==> config.mk <==
export PLATFORM = sky130hd
export DESIGN_NAME = wsched_two_level
export DESIGN_NICKNAME = d
export VERILOG_FILES = /design/src/rtl/wsched_pkg.sv /design/src/rtl/wsched_rr_pick.sv /design/src/rtl/wsched_grp_status.sv /design/src/rtl/wsched_two_level.sv
export SDC_FILE = /design/constraint.sdc
export NUM_CORES = 1
export LEC_CHECK = 0
export BUFFER_PORTS_ARGS = -buffer_cell sky130_fd_sc_hd__buf_2
export CAP_MARGIN = 40
export CORE_ASPECT_RATIO = 0.5
export CORE_MARGIN = 2
export CORE_UTILIZATION = 54
export DETAILED_ROUTE_END_ITERATION = 10
export PLACE_DENSITY = 0.76
export SETUP_SLACK_MARGIN = 0.05
export SYNTH_ARGS = -nofsm -noshare
export SYNTH_HDL_FRONTEND = slang
export SYNTH_HIERARCHICAL = 1
export SYNTH_SLANG_ARGS = --single-unit
==> constraint.sdc <==
create_clock -name clk -period 5.4 [get_ports clk]
set_input_delay 0.27 -clock clk [delete_from_list [all_inputs] [get_ports clk]]
set_output_delay 0.27 -clock clk [all_outputs]
set_load 0.1 [all_outputs]
==> src/rtl/wsched_pkg.sv <==
package wsched_pkg;

    typedef enum logic {
        POLICY_FLAT      = 1'b0,
        POLICY_TWO_LEVEL = 1'b1
    } policy_e;

    // Increment with wrap to zero at lim.
    function automatic int unsigned wrap_inc(input int unsigned v, input int unsigned lim);
        return (v + 1 >= lim) ? 0 : v + 1;
    endfunction

endpackage

==> src/rtl/wsched_rr_pick.sv <==
// Finds the first set request at or after the start index, wrapping around.
module wsched_rr_pick #(
    parameter int unsigned WIDTH = 8,
    parameter int unsigned IW    = (WIDTH > 1) ? $clog2(WIDTH) : 1
) (
    input  logic [WIDTH-1:0] req,
    input  logic [IW-1:0]    start,
    output logic             found,
    output logic [IW-1:0]    pick
);

    always_comb begin
        int unsigned pos;
        found = 1'b0;
        pick  = start;
        pos   = 0;
        for (int unsigned k = 0; k < WIDTH; k++) begin
            pos = int'(start) + k;
            if (pos >= WIDTH) pos = pos - WIDTH;
            if (!found && req[pos]) begin
                found = 1'b1;
                pick  = IW'(pos);
            end
        end
    end

endmodule

==> src/rtl/wsched_grp_status.sv <==
// Per-group summary: any eligible warp, and every warp stalled on memory.
module wsched_grp_status #(
    parameter int unsigned NUM_WARPS  = 16,
    parameter int unsigned NUM_GROUPS = 2
) (
    input  logic [NUM_WARPS-1:0]  eligible,
    input  logic [NUM_WARPS-1:0]  stall,
    output logic [NUM_GROUPS-1:0] grp_any,
    output logic [NUM_GROUPS-1:0] grp_all_stalled
);

    localparam int unsigned GROUP_SIZE = NUM_WARPS / NUM_GROUPS;

    for (genvar g = 0; g < NUM_GROUPS; g++) begin : g_grp
        assign grp_any[g]         = |eligible[g*GROUP_SIZE +: GROUP_SIZE];
        assign grp_all_stalled[g] = &stall[g*GROUP_SIZE +: GROUP_SIZE];
    end

endmodule

==> src/rtl/wsched_two_level.sv <==
module wsched_two_level
    import wsched_pkg::*;
#(
    parameter int unsigned NUM_WARPS  = 16,
    parameter int unsigned NUM_GROUPS = 2
) (
    input  logic                         clk,
    input  logic                         rst_n,
    input  logic                         policy_sel,
    input  logic [NUM_WARPS-1:0]         warp_ready,
    input  logic [NUM_WARPS-1:0]         warp_stall,
    output logic                         issue_valid,
    output logic [$clog2(NUM_WARPS)-1:0] issue_warp
);

    localparam int unsigned GROUP_SIZE = NUM_WARPS / NUM_GROUPS;
    localparam int unsigned WIW = $clog2(NUM_WARPS);
    localparam int unsigned LIW = (GROUP_SIZE > 1) ? $clog2(GROUP_SIZE) : 1;
    localparam int unsigned GIW = (NUM_GROUPS > 1) ? $clog2(NUM_GROUPS) : 1;

    typedef struct packed {
        logic [GIW-1:0]                 grp;
        logic [NUM_GROUPS-1:0][LIW-1:0] gptr;
        logic [WIW-1:0]                 fptr;
        logic                           vld;
        logic [WIW-1:0]                 warp;
    } sched_state_t;

    sched_state_t st_d, st_q;

    logic [NUM_WARPS-1:0]           eligible;
    logic [NUM_GROUPS-1:0]          grp_any;
    logic [NUM_GROUPS-1:0]          grp_stalled;
    logic [NUM_GROUPS-1:0]          loc_found;
    logic [NUM_GROUPS-1:0][LIW-1:0] loc_pick;
    logic                           flat_found;
    logic [WIW-1:0]                 flat_pick;
    logic                           gsw_found;
    logic [GIW-1:0]                 gsw_pick;
    logic [GIW-1:0]                 gsw_start;
    logic                           cur_any;
    logic                           cur_stalled;
    policy_e                        policy;

    assign policy      = policy_e'(policy_sel);
    assign eligible    = warp_ready & ~warp_stall;
    assign cur_any     = grp_any[st_q.grp];
    assign cur_stalled = grp_stalled[st_q.grp];
    assign gsw_start   = GIW'(wrap_inc(int'(st_q.grp), NUM_GROUPS));

    wsched_grp_status #(
        .NUM_WARPS  (NUM_WARPS),
        .NUM_GROUPS (NUM_GROUPS)
    ) u_status (
        .eligible        (eligible),
        .stall           (warp_stall),
        .grp_any         (grp_any),
        .grp_all_stalled (grp_stalled)
    );

    for (genvar g = 0; g < NUM_GROUPS; g++) begin : g_local
        wsched_rr_pick #(
            .WIDTH (GROUP_SIZE),
            .IW    (LIW)
        ) u_local (
            .req   (eligible[g*GROUP_SIZE +: GROUP_SIZE]),
            .start (st_q.gptr[g]),
            .found (loc_found[g]),
            .pick  (loc_pick[g])
        );
    end

    wsched_rr_pick #(
        .WIDTH (NUM_WARPS),
        .IW    (WIW)
    ) u_flat (
        .req   (eligible),
        .start (st_q.fptr),
        .found (flat_found),
        .pick  (flat_pick)
    );

    wsched_rr_pick #(
        .WIDTH (NUM_GROUPS),
        .IW    (GIW)
    ) u_grp (
        .req   (grp_any),
        .start (gsw_start),
        .found (gsw_found),
        .pick  (gsw_pick)
    );

    always_comb begin
        logic [GIW-1:0] sel_g;
        logic [LIW-1:0] sel_l;
        st_d     = st_q;
        st_d.vld = 1'b0;
        sel_g    = cur_any ? st_q.grp : gsw_pick;
        sel_l    = loc_pick[sel_g];
        if (policy == POLICY_FLAT) begin
            if (flat_found) begin
                st_d.vld  = 1'b1;
                st_d.warp = flat_pick;
                st_d.fptr = WIW'(wrap_inc(int'(flat_pick), NUM_WARPS));
            end
        end else if (cur_any || (cur_stalled && gsw_found)) begin
            st_d.vld         = 1'b1;
            st_d.grp         = sel_g;
            st_d.warp        = WIW'(int'(sel_g) * GROUP_SIZE + int'(sel_l));
            st_d.gptr[sel_g] = LIW'(wrap_inc(int'(sel_l), GROUP_SIZE));
        end
    end

    always_ff @(posedge clk or negedge rst_n) begin
        if (!rst_n) st_q <= '0;
        else        st_q <= st_d;
    end

    assign issue_valid = st_q.vld;
    assign issue_warp  = st_q.warp;

    AST_ISSUE_ELIGIBLE: assert property (@(posedge clk) disable iff (!rst_n)
        issue_valid |-> ((($past(eligible)) >> issue_warp) & NUM_WARPS'(1)) != '0);

    AST_IDLE_HOLDS: assert property (@(posedge clk) disable iff (!rst_n)
        ($past(eligible) == '0) |-> (!issue_valid && $stable(issue_warp)));

    AST_GROUP_STAYS: assert property (@(posedge clk) disable iff (!rst_n)
        ($past(policy_sel) && $past(cur_any)) |-> $stable(st_q.grp));

    AST_GROUP_MOVE_ON_STALL: assert property (@(posedge clk) disable iff (!rst_n)
        (st_q.grp != $past(st_q.grp)) |-> $past(cur_stalled && policy_sel));

    AST_FLAT_KEEPS_GROUPS: assert property (@(posedge clk) disable iff (!rst_n)
        !$past(policy_sel) |-> ($stable(st_q.gptr) && $stable(st_q.grp)));

endmodule

; After elaboration in Yosys (flattened, before gate mapping)
; Index checks and enable logic that the tools add are counted.
[totals]
memories = 0
ram_bits = 0
elab_cells = 407
rom_bits = 0
in_bits = 35
latchBits = 0
register_bits = 16
[classes]
bitwise_logic = 3
mux = 184
addsub = 68
div_mod_pow = 0
reduce_logical = 71
shift = 0
order_cmp = 74
n_eq_ne = 1
multipliers = 0
[ops]
columns = cell, n
row1 = 32-bit 2-to-1 mux, 34
row2 = "32-bit by 4-bit less-than comparator with 1-bit output, second input constant", 16
row3 = "32-bit by 5-bit less-than comparator with 1-bit output, second input constant", 16
row4 = "32-bit by 5-bit greater-or-equal comparator with 1-bit output, second input constant", 15
row5 = "32-bit by 5-bit subtractor with 32-bit output, second input constant", 15
row6 = "32-bit by 4-bit greater-or-equal comparator with 1-bit output, second input constant", 14
row7 = "32-bit by 4-bit subtractor with 32-bit output, second input constant", 14
row8 = 1-bit 2-to-1 mux, 76
row9 = 4-bit 2-to-1 mux, 17
row10 = 1-bit binary-select mux with 4-bit select, 16
row11 = "32-bit by 2-bit less-than comparator with 1-bit output, second input constant", 2
row12 = 3-bit 2-to-1 mux, 20
row13 = 1-bit binary-select mux with 3-bit select, 16
row14 = "4-bit by 4-bit adder with 5-bit output, second input constant", 8
row15 = "3-bit by 3-bit adder with 4-bit output, second input constant", 8
row16 = "32-bit by 2-bit greater-or-equal comparator with 1-bit output, second input constant", 1
row17 = 1-bit logical AND, 32
row18 = "32-bit by 2-bit subtractor with 32-bit output, second input constant", 1
row19 = 1-bit logical NOT, 30
row20 = "4-bit by 3-bit adder with 5-bit output, second input constant", 4
row21 = "3-bit by 2-bit adder with 4-bit output, second input constant", 4
row22 = 16-bit bitwise AND, 1
row23 = 16-bit NOT, 1
row24 = 8-bit AND reduction, 2
row25 = other kinds (25), 38

; Logic depth before layout (Yosys ltp)
[depth]
word_depth = 53
mapped_depth = 21
depth_no_buf = 15

; Cells and area by module
; Netlist, hierarchy kept.
[modules_own_cells]
columns = mod, cells_per_inst, area_per_inst_um2, instances
row1 = wsched_rr_pick (u_flat), 254, 2331.0, 1
row2 = wsched_rr_pick (g_local[0].u_local ...), 97, 867.1, 2
row3 = wsched_two_level, 102, 967.2, 1
row4 = wsched_grp_status, 12, 65.1, 1
row5 = wsched_rr_pick (u_grp), 4, 18.8, 1

; Least setup slack after synthesis
; Ideal clock, no wire load.
[synth_path]
kind = register to register
start = reg st_q[5] (netlist bit)
end = reg st_q (netlist bit issue_warp[0])
stages_incl_launch_ff = 20
path_slack_ns = -0.007
arrival_ns = 5.289
setup_time_ns = 0.118
path_buffers = 7
path_cell_list = dfrtp_1 > buf_6 > buf_12 > buf_6 > buf_2 > inv_1 > ha_1 > buf_2 > mux4_2 > mux2_2 > mux2_2 > or4_4 > or4_4 > buf_6 > or4b_2 > nor2b_1 > clkbuf_1 > a22oi_1 > o21ai_0 > a21o_1
[synth_via]
elab_chain_cells = 52
[synth_rtl]
columns = element, line
row1 = from (decl), wsched_two_level.sv:29  ; sched_state_t st_d, st_q;
row2 = from (signal assigned), wsched_two_level.sv:116  ; else st_q <= st_d;
row3 = branches (longest 49 deep; another with 32-bit by 5-bit subtractor with 32-bit output), n/a
row4 = 1-bit 2-to-1 mux *, wsched_rr_pick.sv:20  ; if (!found && req[pos]) begin
row5 = net flat_found, wsched_two_level.sv:36  ; logic flat_found;
row6 = 2-bit nonzero test (no line) *, n/a
row7 = 2-bit AND reduction (no line) *, n/a
; Mark *: on every way through the listed nets, which the timed path passes. The select of a mux whose other input is x is not followed.
; A chain may end at the register's enable or synchronous reset.

; Worst setup path after layout
[layout_path]
start = reg st_q[6] (netlist bit)
end = reg st_q[8] (netlist bit)
[layout_via]
elab_chain_cells = 53
[layout_rtl]
columns = element, line
row1 = branches (longest 49 deep; another with 32-bit by 5-bit subtractor with 32-bit output), n/a
row2 = 4-bit 2-to-1 mux *, wsched_rr_pick.sv:20
row3 = net flat_pick[1], wsched_two_level.sv:37  ; logic [WIW-1:0] flat_pick;
row4 = 4-bit by 1-bit adder with 5-bit output *, wsched_pkg.sv:10  ; return (v + 1 >= lim) ? 0 : v + 1;
row5 = 5-bit greater-or-equal comparator, wsched_pkg.sv:10
row6 = 4-bit 2-to-1 mux *, wsched_pkg.sv:10
; Marks and branches as above.

==> metrics.txt <==
status=complete, no violations; fin. max-slew vios=0; Inserted Clock Buffers=3; Crit Path Class=reg2reg; RSZ-0062 raised after global routing=false; largest net degree at the start of global routing=36; worst min path class=in2reg; fraction of layout cells with a size suffix above 1=28.00%; number of vias per cell=7.175; fillers=818; first-pass GRT wire length=23830 µm; worst slew pin tran=0.9559 ns; row cnt=25; Clock Tree Root=clkbuf_16; Initial Util=54.75%; Startpoint Class=register; GRT Total Usage=28.31%; GRT Residual Overflow=0; GPL Wtd Cong=0.9674; final cycle utilization of the critical path=94.18%; Max-slew headroom=36.14%; vias=5173; hold slack=0.4374 ns; WP data arrival=5.18 ns; vias in the first global route=4796; maxcap violations=0; slowest stage cell, crit path=or4_4; most common cell after layout, fill and taps aside=mux4_2; clock slew seen by the registers of the worst setup and hold paths=0.05 ns; DP HPWL=10960 µm; Post-DRT Antenna Nets=0; syn_nets=612; initial antenna violation count=0; min cycle time layout=5.086 ns; Die Ht=72.75 µm; fmax=0.1966 GHz; Worst Path Max Fanout=9; die width=141.5 µm; Gate Count Post-Synth=564; # DRC=0; total setup buffers inserted after CTS=0; CTS tree=built; Setup Skew=0.001418 ns; Initial DRC Count=422; yosys warns=6; Final TNS setup=0 ns; Avg Cell Area, Syn=9.049 µm²; core area=0.009321 mm²; crit-path cells=clkinv_1, ha_1, mux4_2, mux2_2, mux2_2, or4_4, or4_4, or3_4, o211ai_2, a31o_1, a21boi_2, ha_1, a21oi_1, o21ai_0, a31oi_1; mapped cell area=0.005104 mm²; iteration count of the initial detailed-routing pass=5; IO Port Bufs=39; aggregate routed wire length=14720 µm; H-tree depth=1; CP peak stage delay=0.61 ns; nets=649; flop-to-flop setup slack=0.31 ns; clock latency on the worst-skew pair=0.25 ns; Bufs on Longest Clock Path=2; number of placed I/O pins=40; Antenna diodes=0; most frequent cells in the layout=43 x mux4_2, 39 x buf_2, 37 x nand2_1, 36 x nor2_1, 34 x a21oi_1; critical path endpoint category=register; final setup fails=0; final hold vios=0; WL per Instance=20.41 µm; Syn-to-layout area delta=8.433%; WP data required=5.49 ns; die area=0.01029 mm²; total clock sinks=16
state kept, by name, summed over array words and instances (netlist names):
| name | flops |
|---|---|
| issue_warp | 4 |
| st_q | 11 |
| issue_valid | 1 |
repair_timing:
item | CTS | global route
endpoints found under the setup margin | 0 | 1
hold endpoints to repair | 16 | 0
resized for setup | 0 | 1
hold buffers | 1 | 0
per-stage QoR:
step	cell area, µm²	util [%]	cells	setup slack, ns
2_1_floorplan	5106	-	564	0.05892
3_3_place_gp	5428	58.23	716	0.4378
3_5_place_dp	5428	58.23	716	0.3439
4_1_cts	5527	59.29	721	0.3164
5_1_grt	5534	59.37	721	0.08117
6_report	5534	59.37	721	0.3144
layout make-up:
type / instances / area [µm²] / area share (%)
multi-input combinational: 491 / 4407 / 79.63
sequential: 16 / 400.4 / 7.235
timing repair buffer: 66 / 400.4 / 7.235
tap: 121 / 151.4 / 2.736
clock buffer: 4 / 88.84 / 1.605
inverter: 23 / 86.33 / 1.560
metal layers:
metal / track usage (%) / vias up / routed length [µm]
met2: 46.98 / 257 / 6864
met3: 2.756 / 43 / 1076
met5: 0 / - / 0
li1: - / 2353 / -
met1: 39.56 / 2520 / 6389
met4: 9.556 / 0 / 387
worst max-delay path, delay by kind of cell, from the launching register on:
kind | cells | cell delay [ns]
buffers and inverters | 1 | 0.08
AND/OR/NAND/NOR | 3 | 1.61
flip-flops | 1 | 0.34
multiplexers | 3 | 1.24
adder cells (fa/ha/maj) | 2 | 0.80
AO/OA/AOI/OAI | 6 | 0.84
final timing paths:
check	start	depth (start not counted)	to
max	st_q[6]$_DFFE_PN0P_	15	st_q[8]$_DFFE_PN0P_
min	policy_sel	4	st_q[6]$_DFFE_PN0P_
max reg2reg	st_q[6]$_DFFE_PN0P_	15	st_q[8]$_DFFE_PN0P_
min reg2reg	issue_warp[3]$_DFFE_PN0P_	2	issue_warp[3]$_DFFE_PN0P_
max in group asynchronous	rst_n	2	st_q[6]$_DFFE_PN0P_
min in group asynchronous	rst_n	2	st_q[15]$_DFFE_PN0N_
Power is left out: the tool's default activity adds up to more than one toggle a clock period on the data nets, which glitch-free logic cannot reach.
